**config.mk**
```make
export PLATFORM = sky130hd
export DESIGN_NAME = rxc_formatter
export DESIGN_NICKNAME = d
export VERILOG_FILES = /design/src/rtl/rxc_pkg.sv /design/src/rtl/rxc_len_decode.sv /design/src/rtl/rxc_word_mux.sv /design/src/rtl/rxc_seq.sv /design/src/rtl/rxc_formatter.sv
export SDC_FILE = /design/constraint.sdc
export NUM_CORES = 1
export LEC_CHECK = 0
export CORE_AREA = 5 5 133 229
export DETAILED_ROUTE_END_ITERATION = 8
export DIE_AREA = 0 0 138 234
export GPL_TIMING_DRIVEN = 0
export PLACE_DENSITY_LB_ADDON = 0.15
export SETUP_SLACK_MARGIN = 0.05
export SLEW_MARGIN = 25
export SYNTH_ARGS = -nofsm -noshare
export SYNTH_HDL_FRONTEND = slang
export SYNTH_HIERARCHICAL = 1
export SYNTH_SLANG_ARGS = --single-unit
```
**constraint.sdc**
```tcl
create_clock -name clk_i -period 4.2 [get_ports clk_i]
set_input_delay 0.84 -clock clk_i [delete_from_list [all_inputs] [get_ports clk_i]]
set_output_delay 0.84 -clock clk_i [all_outputs]
set_load 0.02 [all_outputs]
```
**src/rtl/rxc_pkg.sv**
```systemverilog
package rxc_pkg;
  localparam int unsigned WORD_W    = 32;
  localparam int unsigned HALF_W    = WORD_W / 2;
  localparam int unsigned MAX_WORDS = 4;
  localparam int unsigned IDX_W     = $clog2(MAX_WORDS);
  localparam int unsigned CNT_W     = $clog2(MAX_WORDS + 1);

  typedef enum logic [1:0] {
    FMT_BASIC     = 2'b00,
    FMT_BASIC_ALT = 2'b01,
    FMT_CSUM      = 2'b10,
    FMT_FULL      = 2'b11
  } fmt_e;

  typedef struct packed {
    logic [WORD_W-1:0] status;
    logic [HALF_W-1:0] ext;
    logic [HALF_W-1:0] csum;
    logic [HALF_W-1:0] buf_idx;
    logic [HALF_W-1:0] vlan;
    logic [WORD_W-1:0] tstamp;
  } rec_t;
endpackage

```
**src/rtl/rxc_len_decode.sv**
```systemverilog
module rxc_len_decode
  import rxc_pkg::*;
(
  input  fmt_e             fmt_i,
  output logic [CNT_W-1:0] len_o
);
  always_comb begin
    unique case (fmt_i)
      FMT_CSUM: len_o = CNT_W'(2);
      FMT_FULL: len_o = CNT_W'(MAX_WORDS);
      default:  len_o = CNT_W'(1);
    endcase
  end
endmodule

```
**src/rtl/rxc_word_mux.sv**
```systemverilog
module rxc_word_mux
  import rxc_pkg::*;
(
  input  rec_t              rec_i,
  input  fmt_e              fmt_i,
  input  logic [IDX_W-1:0]  idx_i,
  output logic [WORD_W-1:0] word_o
);
  logic [WORD_W-1:0] words [MAX_WORDS];

  always_comb begin
    words[0] = rec_i.status;
    // word 1 low half: buffer index in the full format, checksum otherwise
    words[1] = (fmt_i == FMT_FULL) ? {rec_i.ext, rec_i.buf_idx}
                                   : {rec_i.ext, rec_i.csum};
    words[2] = {rec_i.vlan, rec_i.csum};
    words[3] = rec_i.tstamp;
  end

  assign word_o = words[idx_i];
endmodule

```
**src/rtl/rxc_seq.sv**
```systemverilog
module rxc_seq
  import rxc_pkg::*;
(
  input  logic             clk_i,
  input  logic             rst_ni,
  input  logic             start_i,
  input  logic [CNT_W-1:0] len_i,
  input  logic             adv_i,
  output logic             busy_o,
  output logic [IDX_W-1:0] idx_o,
  output logic [CNT_W-1:0] len_o,
  output logic             last_o
);
  logic             busy_q;
  logic [IDX_W-1:0] idx_q;
  logic [CNT_W-1:0] len_q;

  assign last_o = busy_q && ((CNT_W'(idx_q) + CNT_W'(1)) == len_q);

  always_ff @(posedge clk_i or negedge rst_ni) begin
    if (!rst_ni) begin
      busy_q <= 1'b0;
      idx_q  <= '0;
      len_q  <= CNT_W'(1);
    end else if (start_i) begin
      busy_q <= 1'b1;
      idx_q  <= '0;
      len_q  <= len_i;
    end else if (adv_i) begin
      if (last_o) busy_q <= 1'b0;
      else        idx_q  <= idx_q + IDX_W'(1);
    end
  end

  assign busy_o = busy_q;
  assign idx_o  = idx_q;
  assign len_o  = len_q;
endmodule

```
**src/rtl/rxc_formatter.sv**
```systemverilog
module rxc_formatter
  import rxc_pkg::*;
(
  input  logic              clk_i,
  input  logic              rst_ni,
  input  logic [1:0]        cfg_fmt_i,
  input  logic              rec_valid_i,
  output logic              rec_ready_o,
  input  logic [WORD_W-1:0] rec_status_i,
  input  logic [HALF_W-1:0] rec_ext_i,
  input  logic [HALF_W-1:0] rec_csum_i,
  input  logic [HALF_W-1:0] rec_buf_idx_i,
  input  logic [HALF_W-1:0] rec_vlan_i,
  input  logic [WORD_W-1:0] rec_tstamp_i,
  output logic              word_valid_o,
  input  logic              word_ready_i,
  output logic [WORD_W-1:0] word_data_o,
  output logic              word_last_o,
  output logic              entry_done_o,
  output logic [CNT_W-1:0]  entry_words_o
);
  rec_t             rec_q;
  fmt_e             fmt_q;
  logic             busy, last, accept, adv;
  logic [IDX_W-1:0] idx;
  logic [CNT_W-1:0] start_len, len_q;

  assign rec_ready_o = !busy;
  assign accept      = rec_valid_i && rec_ready_o;
  assign adv         = busy && word_ready_i;

  always_ff @(posedge clk_i or negedge rst_ni) begin
    if (!rst_ni) begin
      rec_q <= '0;
      fmt_q <= FMT_BASIC;
    end else if (accept) begin
      rec_q <= '{status: rec_status_i, ext: rec_ext_i, csum: rec_csum_i,
                 buf_idx: rec_buf_idx_i, vlan: rec_vlan_i, tstamp: rec_tstamp_i};
      fmt_q <= fmt_e'(cfg_fmt_i);
    end
  end

  rxc_len_decode u_len (
    .fmt_i (fmt_e'(cfg_fmt_i)),
    .len_o (start_len)
  );

  rxc_seq u_seq (
    .clk_i   (clk_i),
    .rst_ni  (rst_ni),
    .start_i (accept),
    .len_i   (start_len),
    .adv_i   (adv),
    .busy_o  (busy),
    .idx_o   (idx),
    .len_o   (len_q),
    .last_o  (last)
  );

  rxc_word_mux u_mux (
    .rec_i  (rec_q),
    .fmt_i  (fmt_q),
    .idx_i  (idx),
    .word_o (word_data_o)
  );

  assign word_valid_o  = busy;
  assign word_last_o   = last;
  assign entry_done_o  = adv && last;
  assign entry_words_o = len_q;
endmodule

```
Word level (Yosys, flattened, before mapping)
Cells that the tools add are included.

Input bits: 134. Word-level logic and storage cells: 39. Output and inout bits: 39. Bits in registers: 136.

Equality and inequality tests: 5. Reductions and logical operators: 9. Mux-type cells: 11. Magnitude comparators: 1. Bitwise gates (word level): 1. $add $sub $neg: 2.

Operators by type and width (count): binary-select mux 32 bit (select 2 bit) (1); 2-to-1 mux 32 bit (2); 2-to-1 mux 16 bit (1); == test 2 bit (second input constant) (3); 2-to-1 mux 2 bit (3); case mux 3 bit (2 select lines) (1); logical AND 1 bit (4); AND reduction 2 bit (2); nonzero test 2 bit (2); adder 2 x 1 -> 3 bit (second input constant) (1); == test 3 bit (1); >= comparator 3 bit (second input constant) (1); 2-to-1 mux 1 bit (3); inverter 2 -> 3 bit (1); adder 2 x 1 -> 2 bit (second input constant) (1); != test 2 x 1 -> 1 bit (second input constant) (1); zero test 1 bit (1).

Depth between registers and ports, before layout
Word-level depth: 6. Gate-level depth with buffers: 7. Gate-level depth less buffers: 4.

Cells and area by module
Netlist, hierarchy kept.

By module, submodules not included: rxc_formatter (seq. area each 3253.1 sq um, instances 1, cells each 279, area an instance 5315.1 sq um); rxc_word_mux (seq. area each 0.0 sq um, instances 1, cells each 96, area an instance 1016.0 sq um); rxc_seq (seq. area each 151.4 sq um, instances 1, cells each 25, area an instance 321.6 sq um); rxc_len_decode (seq. area each 0.0 sq um, instances 1, cells each 3, area an instance 20.0 sq um).

Worst setup path after synthesis
No wires, ideal clock.

Path kind: reg2out. Start: register u_seq.idx_q[0], in the netlist u_seq/idx_o[0]. End: output entry_done_o. Path slack: 1.767 ns. Path buffers: 0. Cell stages (with the launch flop): 5. Data required time: 3.360 ns. Data arrival time: 1.593 ns. Cell sequence: dfrtp_1 ha_1 xnor2_1 and4_2 and3_1.

Word-level cells in the longest chain between the ends: 4.

Ends and longest elaborated chain: start, declared (RTL line rxc_seq.sv:15) `logic [IDX_W-1:0] idx_q;`; start signal, assigned (RTL line rxc_seq.sv:31) `else idx_q <= idx_q + IDX_W'(1);`; adder 2 x 1 -> 3 bit (RTL line rxc_seq.sv:18) `assign last_o = busy_q && ((CNT_W'(idx_q) + CNT_W'(1)) == len_q);`; == test 3 bit (RTL line rxc_seq.sv:18); logical AND 1 bit (RTL line rxc_seq.sv:18); net word_last_o (RTL line rxc_formatter.sv:18) `output logic word_last_o,`; logical AND 1 bit (RTL line rxc_formatter.sv:69) `assign entry_done_o = adv && last;`; end, declared (RTL line rxc_formatter.sv:19) `output logic entry_done_o,`.

The timed path passes the listed nets, and every way through them passes these cells.

Worst setup path after layout
Start: register u_seq.idx_q[0], in the netlist u_seq/idx_o[0]. End: output word_data_o[9].

Word-level cells in the longest chain between the ends: 4.

Ends and longest elaborated chain: inverter 2 -> 3 bit (implied by the code) (RTL line rxc_word_mux.sv:20) `assign word_o = words[idx_i];`; binary-select mux 32 bit (select 2 bit) (RTL line rxc_word_mux.sv:20); 2-to-1 mux 32 bit (implied by the code) (2 in series) (RTL line rxc_word_mux.sv:20); end, declared (RTL line rxc_formatter.sv:17) `output logic [WORD_W-1:0] word_data_o,`.

No other way between the ends. The select of a mux whose other input is x is not followed.

==> flow_metrics.env <==
export IMPL_whs_ns=0.3667
export IMPL_relSlewSlack=0.5490
export IMPL_hpwl_um=14500
export IMPL_utilization=0.3316
export IMPL_holdBufCountCts=0
export IMPL_r2r_end="u_seq/len_o[1]$_DFFE_PN0P_"
export IMPL_synth_nets=538
export IMPL_p_per_area_mw_per_mm2=800.4
export IMPL_clockRootBuffer="clkbuf_16"
export IMPL_min_period_ns=3.505
export IMPL_syn_area_mm2=0.006673
export IMPL_regArea_mm2=0.003405
export IMPL_crit_fanout=10
export IMPL_grt_pass1_vias=4840
export IMPL_grt_max_degree=72
export IMPL_grt_overflow=0
export IMPL_ys_types=32
export IMPL_dr_pass1_iters=4
export IMPL_finalSetupViolations=0
export IMPL_dieHeight_um=234
export IMPL_die_w_um=138
export IMPL_cp_end_kind="output pin"
export IMPL_avgViaCountPerCell=4.204
export IMPL_holdCritPathClass="in2async"
export IMPL_ant_nets=0
export IMPL_grt_usage=0.1266
export IMPL_cts_tree="done"
export IMPL_multi_input_area_mm2=0.002899
export IMPL_fp_coreArea_mm2=0.02852
export IMPL_post_cts_setup_buffers=0
export IMPL_cts_sinks=136
export IMPL_die_area_mm2=0.03229
export IMPL_drc=0
export IMPL_min_period_over_period=0.8345
export IMPL_first_iter_violations=131
export IMPL_syn_to_final_growth_pct=41.76
export IMPL_drv_slew=0
export IMPL_htree_levels=4
export IMPL_gp_congestion=0.7316
export IMPL_yosysSeqAreaShare=0.5102
export IMPL_r2r_start="u_seq/busy_o$_DFFE_PN0P_"
export IMPL_drive_gt1_frac=0.3536
export IMPL_p_leak_uw=0.003965
export IMPL_clk_pin_slew_worst_paths_ns=0.06
export IMPL_ctsResizeCount=0
export IMPL_peakVddDrop_mv=0.2996
export IMPL_worst_pin_slew_ns=0.6765
export IMPL_hold_viol=0
export IMPL_wl_um=19940
export IMPL_cts_buffers=17
export IMPL_grt_setup_unrepaired="no"
export IMPL_nFillCells=2877
export IMPL_antenna_found_initial=0
export IMPL_path_class="reg2out"
export IMPL_rows=82
export IMPL_r2r_cells=6
export IMPL_r2r_slack_ns=2.22
export IMPL_layout_nets=730
export IMPL_p_total_uw=7571
export IMPL_initial_core_util=0.2339
export IMPL_io_buffers=172
export IMPL_fmax_ghz=0.2853
export IMPL_grt_pass1_wl_um=30190
export IMPL_synth_seq_cells=136
export IMPL_drv_cap=0
export IMPL_wl_per_cell_um=20.22
export IMPL_syn_mean_instance_area_um2=16.56
export IMPL_vias=4145
export IMPL_critPathArrivalTime_ns=2.66
export IMPL_crit_path_start="u_seq/idx_o[0]$_DFFE_PN0P_"
export IMPL_clock_skew_ns=0.004962
export IMPL_cp_start_kind="flip-flop"
export IMPL_final_setup_tns_ns=0
export IMPL_diodes=0
export IMPL_clock_latency_ns=0.43
export IMPL_outcome="finished clean"
export IMPL_clk_path_buf_depth=2
export IMPL_required_ns=3.36
export IMPL_yosysWarnings=6
export IMPL_synth_cells=403
export IMPL_io_pin_count=173
stage by stage:
stage / std cells / worst slack (ns) / cell area (µm²)
floorplan: 403 / 1.767 / 6673
global placement: 953 / -3.344 / 8867
detailed placement: 954 / 1.022 / 8900
CTS: 986 / 0.5261 / 9459
global route: 986 / 0.4865 / 9459
finish: 986 / 0.6951 / 9459
registers in the layout, indices dropped and copies added, names as in the netlist:
register      flops
rec_q           128
fmt_q             2
u_seq/busy_o      1
u_seq/idx_o       2
u_seq/len_o       3
cells in the mapped netlist:
library cell / number / area, µm²
buf_4: 5 / 37.54
a41oi_2: 1 / 16.27
ha_1: 1 / 12.51
and2_2: 1 / 7.510
xnor2_1: 2 / 17.52
mux4_1: 1 / 26.28
and3_1: 1 / 6.260
buf_6: 6 / 67.56
buf_12: 11 / 220.2
nand4_1: 1 / 6.260
nor2b_2: 1 / 8.760
nor2_1: 1 / 3.750
mux4_2: 15 / 337.8
dfrtp_1: 135 / 3378
mux2_4: 90 / 1351
clkbuf_1: 2 / 7.510
nand2_2: 1 / 6.260
a21o_1: 1 / 7.510
xor2_1: 1 / 8.760
clkbuf_2: 1 / 5.000
mux2_2: 44 / 495.5
nor2b_1: 1 / 6.260
and2b_2: 1 / 8.760
o221ai_1: 16 / 140.1
and2_1: 2 / 12.51
mux2i_1: 33 / 330.3
nand2b_1: 3 / 18.77
and4_2: 1 / 10.01
nand2_1: 16 / 60.06
inv_1: 3 / 11.26
dfstp_2: 1 / 26.28
buf_2: 4 / 20.02
cell usage in the layout, fill, tap and decap left out, types with 2 or more instances in the layout:
cell and n:
clkbuf_8 2, mux2_4 90, clkinv_2 3, mux2_2 44, clkinvlp_4 6, buf_2 4
inv_1 3, clkdlybuf4s50_1 171, clkbuf_1 4, and2_1 2, clkbuf_16 17, mux4_2 15
nand2b_1 3, o221ai_1 16, buf_4 5, buf_12 11, nand2_1 16, xnor2_1 2
mux2i_1 33, dfrtp_1 135, buf_6 6
final cells by class:
cell class	instances	area share
Timing Repair Buffer	173	0.1854
Multi-Input combinational cell	235	0.3065
Clock inverter	11	0.01045
Tap cell	378	0.05000
Buffer	29	0.03783
Sequential cell	136	0.3599
Inverter	3	0.001190
Clock buffer	21	0.04868
report_power, final:
group / total [µW] / leakage, µW / internal (µW) / switching [µW]
logic: 3740 / 0.00210 / 2190 / 1550
clock network: 1440 / 0.000258 / 842 / 595
registers: 2390 / 0.00161 / 1990 / 403
layer usage:
metal | up-vias | share of wire | global-route usage
li1 | 1868 | - | -
met1 | 2143 | 0.38 | 0.1337
met2 | 117 | 0.56 | 0.2387
met3 | 17 | 0.040 | 0.03326
met4 | 0 | 0.017 | 0.05006
met5 | - | 0 | 0
how the worst max path moves through the flow:
stage                     slack, ns  depth (start not counted)                   end
after floorplan                1.77                          4          entry_done_o
after global placement        -3.34                          1  rec_q[3]$_DFFE_PN0P_
after detailed placement       1.02                          5        word_data_o[9]
after CTS                      0.53                          5        word_data_o[9]
after global routing           0.49                          5       word_data_o[15]
final                          0.70                          5        word_data_o[9]
critical path: stages (launching register included):
cell and delay (ns):
dfrtp_1 0.43, buf_6 0.20, buf_6 0.20, clkbuf_1 0.54, o221ai_1 0.25, clkdlybuf4s50_1 0.59
logic make-up after synthesis:
logic type | Yosys count | synth area share
simple gates | 30 | 0.02325
buf+inv | 32 | 0.05532
compound gates | 18 | 0.02456
mux | 183 | 0.3808
xor+xnor | 3 | 0.003938
fa+ha+maj | 1 | 0.001875
flops | 136 | 0.5102
No activity file was read; power rests on OpenSTA's default activity.
